$ cat config.mk
export PLATFORM = sky130hd
export DESIGN_NAME = gpio_irq_top
export DESIGN_NICKNAME = d
export VERILOG_FILES = /design/src/rtl/gpio_irq_pkg.sv /design/src/rtl/gpio_irq_ctrl.sv /design/src/rtl/gpio_irq_dp.sv /design/src/rtl/gpio_irq_top.sv
export SDC_FILE = /design/constraint.sdc
export NUM_CORES = 1
export LEC_CHECK = 0
export CAP_MARGIN = 20
export CORE_ASPECT_RATIO = 1.25
export CORE_MARGIN = 4
export CORE_UTILIZATION = 50
export CTS_BUF_LIST = sky130_fd_sc_hd__clkbuf_8 sky130_fd_sc_hd__clkbuf_16
export DETAILED_ROUTE_END_ITERATION = 10
export PLACE_DENSITY_LB_ADDON = 0.15
export SYNTH_ARGS = -nofsm -noshare
export SYNTH_HDL_FRONTEND = slang
export SYNTH_SLANG_ARGS = --single-unit
export TNS_END_PERCENT = 20
$ cat constraint.sdc
create_clock -name clk -period 2.3 [get_ports clk]
set_input_delay 0.46 -clock clk [delete_from_list [all_inputs] [get_ports clk]]
set_output_delay 0.46 -clock clk [all_outputs]
set_load 0.005 [all_outputs]
$ cat src/rtl/gpio_irq_pkg.sv
package gpio_irq_pkg;
  localparam int NUM_REGS = 5;
  localparam int NUM_CFG  = 4;
  localparam int IDX_SRC  = 0;
  localparam int IDX_EN   = 1;
  localparam int IDX_LEV  = 2;
  localparam int IDX_POL  = 3;
  localparam int IDX_STAT = 4;
  localparam logic [3:0] ALIAS_PLAIN = 4'h0;
  localparam logic [3:0] ALIAS_SET   = 4'h4;
  localparam logic [3:0] ALIAS_CLR   = 4'h8;

  // strobes from bus decode to the register datapath
  typedef struct packed {
    logic [NUM_CFG-1:0]  wrPlain;
    logic [NUM_CFG-1:0]  wrSet;
    logic [NUM_REGS-1:0] wrClr;
    logic                rdHit;
    logic [2:0]          rdIdx;
  } regStrobe_t;
endpackage

$ cat src/rtl/gpio_irq_ctrl.sv
module gpio_irq_ctrl
  import gpio_irq_pkg::*;
#(
  parameter int ADDR_W = 8
) (
  input  logic [ADDR_W-1:0] busAddr,
  input  logic              busWrEn,
  output regStrobe_t        strb
);
  localparam int IDX_W = ADDR_W - 4;

  logic [IDX_W-1:0] regIdx;
  logic [3:0]       aliasSel;
  logic             aliasOk;
  logic             idxOk;

  assign regIdx   = busAddr[ADDR_W-1:4];
  assign aliasSel = busAddr[3:0];
  assign aliasOk  = (aliasSel == ALIAS_PLAIN) || (aliasSel == ALIAS_SET) || (aliasSel == ALIAS_CLR);
  assign idxOk    = (regIdx < IDX_W'(NUM_REGS));

  always_comb begin
    strb = '0;
    if (aliasOk && idxOk) begin
      strb.rdHit = 1'b1;
      strb.rdIdx = regIdx[2:0];
    end
    for (int g = 0; g < NUM_CFG; g++) begin
      strb.wrPlain[g] = busWrEn && (regIdx == IDX_W'(g)) && (aliasSel == ALIAS_PLAIN);
      strb.wrSet[g]   = busWrEn && (regIdx == IDX_W'(g)) && (aliasSel == ALIAS_SET);
    end
    for (int g = 0; g < NUM_REGS; g++) begin
      strb.wrClr[g] = busWrEn && (regIdx == IDX_W'(g)) && (aliasSel == ALIAS_CLR);
    end
  end
endmodule

$ cat src/rtl/gpio_irq_dp.sv
module gpio_irq_dp
  import gpio_irq_pkg::*;
#(
  parameter int PINS        = 32,
  parameter int SYNC_STAGES = 2
) (
  input  logic            clk,
  input  logic            rstN,
  input  logic [PINS-1:0] pinIn,
  input  logic [PINS-1:0] wrData,
  input  regStrobe_t      strb,
  output logic [PINS-1:0] rdData,
  output logic [PINS-1:0] statVec,
  output logic [PINS-1:0] enVec,
  output logic [PINS-1:0] srcVec,
  output logic [PINS-1:0] levVec,
  output logic [PINS-1:0] polVec,
  output logic [PINS-1:0] syncVec
);
  logic [PINS-1:0] cfgReg [NUM_CFG];
  logic [PINS-1:0] syncChain [SYNC_STAGES];
  logic [PINS-1:0] prevVec;
  logic [PINS-1:0] riseVec, fallVec, edgeHit, levelHit, hitVec, clrMask;

  // configuration registers with plain / set / clear write paths
  for (genvar g = 0; g < NUM_CFG; g++) begin : gCfg
    always_ff @(posedge clk or negedge rstN) begin
      if (!rstN)                cfgReg[g] <= '0;
      else if (strb.wrPlain[g]) cfgReg[g] <= wrData;
      else if (strb.wrSet[g])   cfgReg[g] <= cfgReg[g] | wrData;
      else if (strb.wrClr[g])   cfgReg[g] <= cfgReg[g] & ~wrData;
    end
  end

  assign srcVec = cfgReg[IDX_SRC];
  assign enVec  = cfgReg[IDX_EN];
  assign levVec = cfgReg[IDX_LEV];
  assign polVec = cfgReg[IDX_POL];

  // input synchroniser chain
  for (genvar s = 0; s < SYNC_STAGES; s++) begin : gSync
    always_ff @(posedge clk or negedge rstN) begin
      if (!rstN) syncChain[s] <= '0;
      else if (s == 0) syncChain[s] <= pinIn;
      else syncChain[s] <= syncChain[(s == 0) ? 0 : s-1];
    end
  end

  assign syncVec = syncChain[SYNC_STAGES-1];

  always_ff @(posedge clk or negedge rstN) begin
    if (!rstN) prevVec <= '0;
    else       prevVec <= syncVec;
  end

  // event detection per pin
  assign riseVec  = syncVec & ~prevVec;
  assign fallVec  = ~syncVec & prevVec;
  assign edgeHit  = (riseVec & polVec) | (fallVec & ~polVec);
  assign levelHit = ~(syncVec ^ polVec);
  assign hitVec   = srcVec & ((levVec & levelHit) | (~levVec & edgeHit));

  // clear request; a new hit overrides it, which also keeps active level status
  assign clrMask = strb.wrClr[IDX_STAT] ? wrData : '0;

  always_ff @(posedge clk or negedge rstN) begin
    if (!rstN) statVec <= '0;
    else       statVec <= (statVec & ~clrMask) | hitVec;
  end

  always_comb begin
    rdData = '0;
    if (strb.rdHit) begin
      if (strb.rdIdx == 3'(IDX_STAT)) rdData = statVec;
      else                            rdData = cfgReg[strb.rdIdx[1:0]];
    end
  end
endmodule

$ cat src/rtl/gpio_irq_top.sv
module gpio_irq_top
  import gpio_irq_pkg::*;
#(
  parameter int PINS        = 32,
  parameter int ADDR_W      = 8,
  parameter int SYNC_STAGES = 2
) (
  input  logic              clk,
  input  logic              rstN,
  input  logic [PINS-1:0]   pinIn,
  input  logic [ADDR_W-1:0] busAddr,
  input  logic              busWrEn,
  input  logic [PINS-1:0]   busWrData,
  output logic [PINS-1:0]   busRdData,
  output logic              irqOut
);
  regStrobe_t      strb;
  logic [PINS-1:0] statVec, enVec, srcVec, levVec, polVec, syncVec;

  gpio_irq_ctrl #(.ADDR_W(ADDR_W)) u_ctrl (
    .busAddr (busAddr),
    .busWrEn (busWrEn),
    .strb    (strb)
  );

  gpio_irq_dp #(.PINS(PINS), .SYNC_STAGES(SYNC_STAGES)) u_dp (
    .clk     (clk),
    .rstN    (rstN),
    .pinIn   (pinIn),
    .wrData  (busWrData),
    .strb    (strb),
    .rdData  (busRdData),
    .statVec (statVec),
    .enVec   (enVec),
    .srcVec  (srcVec),
    .levVec  (levVec),
    .polVec  (polVec),
    .syncVec (syncVec)
  );

  assign irqOut = |(statVec & enVec);
endmodule

==> metrics.md <==
| Metric | Value |
|---|---|
| Final min period | 2.50 ns |
| Failing checks | setup timing |
| GR Overflow Total | 0 |
| F_max | 0.400 GHz |
| HP Class | register to register |
| Final setup viols | 8 |
| Final worst setup slack | -0.200 ns |
| Register bit total from synthesis | 256 |
| Clk pwr share | 42.5% |
| Syn-to-layout area delta | 32.8% |
| Critical path's top delay family | simple AND/OR/NAND/NOR gates |
| CTS Buf Count | 28 |
| Bufs and invs on worst path | 1 |
| Vias in the first global route | 11.3k |
| Worst Setup Start Kind | register |
| Mapped Area | 12,700 um2 |
| Inst Count DP | 1,608 |
| Crit-path cells | a22oi_2 > nand4_1 > or4_4 > buf_6 |
| Slowest CP cell | or4_4 |
| Share of cells above drive strength 1 | 26.7% |
| Worst-Skew Late Latency | 0.54 ns |
| Mapped Avg Cell Area | 11.0 um2 |
| Ys async rst share | 100% |
| Netlist cell types | 38 |
| Row Count | 64 |
| Worst rel slew slack | 53.8% |
| Sequential share of the synthesized area | 50.6% |
| CP max stage delay | 0.57 ns |
| Share of Yosys cell area claimed by the top area cell type | 50.6% |
| Vias | 11.2k |
| Finished Cell Area | 16,800 um2 |
| Synth Warn # | 0 |
| HPWL Detailed | 26.1 mm |
| Yosys top cell by area | dfrtp_1 |
| Primary FF master, synth | dfrtp_1 |
| All-Layer GR Usage | 29.4% |
| Req. time, crit path | 1.84 ns |
| Worst Tran Pin Value | 0.693 ns |
| # port buffers | 107 |
| DIE HEIGHT | 186 um |
| Vias/cell | 6.70 |
| Count leader, synth | dfrtp_1 |
| Syn Inst Count | 1,147 |
| CTS clk-pin slew, worst paths | 0.06 ns |
| Initial antenna violation count | 0 |
| DR WL/cell | 25.0 um |
| Final nets | 1,397 |
| Ranking of synthesized cells by area | dfrtp_1 (51%), a22o_1 (6.6%), o2111ai_1 (6.6%), a221o_1 (5.1%), a22oi_1 (2.8%) |
| RD Place Congestion | 0.877 |
| Sw Share | 25.5% |
| Crit Path Category | register to output pin |
| Critical Path AT | 2.04 ns |
| # diodes | 0 |
| CTS root buf | clkbuf_16 |
| Largest net degree at the start of global routing | 78 |
| Clk sink count | 256 |
| Internal power | 8.47 mW |
| Final worst clock skew | 0.00731 ns |
| Worst-case clock buffer depth | 3 |
| Die X-Extent | 150 um |
| Comb power frac | 14.1% |
| Final total power | 11.4 mW |
| Slew Viols, Final | 0 |
| Starting density of the core | 51.3% |
| Synth Net Count | 1,222 |
| Synth cell count leaders | dfrtp_1 (256), a22o_1 (96), o2111ai_1 (96) |
| First drt pass iteration count | 5 |
| Status | complete, but fails checks |
| H-Tree Depth | 1 |
| Post-synth EDFFs | 0 |
| Maximum vdd drop | 0.622 mV |
| RSZ-0062 raised after global routing | true |
| Leakage | 6.95 nW |
| Worst Setup End Kind | output pin |
| Final WL | 41.8 mm |
| 1st-iter DRT viols | 1,074 |
| Io pins | 108 |
| Final Hold Vio Count | 0 |
| Maxcap violations | 0 |
| Die area | 27,900 um2 |
| DR DRC count | 0 |
| Core ar. | 24,700 um2 |
| CTS tree | yes |
| Final Non-Filler Cells | 1,674 |
| Fin crit share | 109% |
| First-pass GRT wire length | 64.4 mm |
| ANT nets after route | 0 |
| CP max FO | 2 |
| Sequential share of power | 43.4% |
| Post-DP Area | 15,200 um2 |
| P per Cell Area | 677 nW/um2 |
| Net Sw Power | 2.90 mW |
## power groups by stage
stage / registers, mW / clock network [mW] / logic, mW
final: 4.94 / 4.84 / 1.60
after global placement: 4.99 / 0 / 1.42
after global routing: 4.96 / 5.09 / 1.71
after CTS: 4.93 / 4.90 / 1.53
after floorplan: 4.94 / 0 / 0.756
after detailed placement: 5.00 / 0 / 1.44
## cell families after synthesis
kind of cell / synth area share (%)
flip-flops: 50.6
AO/OA/AOI/OAI: 29.9
AND/OR/NAND/NOR: 10.1
multiplexers: 2.85
buffers and inverters: 6.52
## area by class of cell
class / count / area [um2]
Clock buffer: 35 / 808
Clock inverter: 17 / 205
Fill cell: 1871 / 7870
Inverter: 33 / 124
Multi-Input combinational cell: 708 / 5880
Sequential cell: 256 / 6410
Tap cell: 330 / 413
Timing Repair Buffer: 295 / 2960
## routing by layer
| layer | global-route usage, % | part of all wire (%) |
|---|---|---|
| met5 | 0 | 0 |
| met4 | 10.7 | 3.8 |
| met3 | 5.70 | 7.9 |
| met2 | 46.8 | 48 |
| met1 | 40.4 | 41 |
## final timing paths
path | start | depth (start not counted) | end | slack [ns]
min in group asynchronous | rstN | 2 | u_dp.syncVec[27] | 0.47
setup reg to reg | register | 3 | u_dp.statVec[1] | 1.27
max in group asynchronous | rstN | 3 | u_dp.statVec[12] | 1.02
hold reg to reg | u_dp.syncChain[34] | 0 | u_dp.syncVec[2] | 0.35
setup / recovery | register | 4 | irqOut | -0.20
hold / removal | u_dp.syncChain[34] | 0 | u_dp.syncVec[2] | 0.35
## stage by stage
stage               worst slack [ns]  util (%)  hold slack, ns  setup TNS, ns
floorplan                      0.217         -           0.164              0
global placement              -0.684      61.6           0.333         -60.94
detailed placement            -0.691      61.6           0.335         -67.33
CTS                           -0.202      67.2           0.342          -1.59
global route                  -0.221      68.1           0.346          -1.06
finish                        -0.200      68.1           0.346         -0.513
## timing repair
action,CTS,global route
endpoints found under the setup margin,33,32
pin swaps,25,17
hold endpoints to repair,70,0
hold buffers,1,0
gates cloned,5,2
resized for setup,155,70
buffers inserted,4,5
## cells in the final DEF, fill, tap and decap left out, drive strengths merged, types with 33 or more instances in the layout
master         instances
clkbuf                46
clkdlybuf4s50         65
o2111ai               96
nand3                 33
dfrtp                256
nor3                  33
a22oi                 48
o21ai                 33
buf                  206
inv                   39
a221o                 64
nor4b                 33
a22o                  96
No activity file was read; power rests on OpenSTA's default activity.
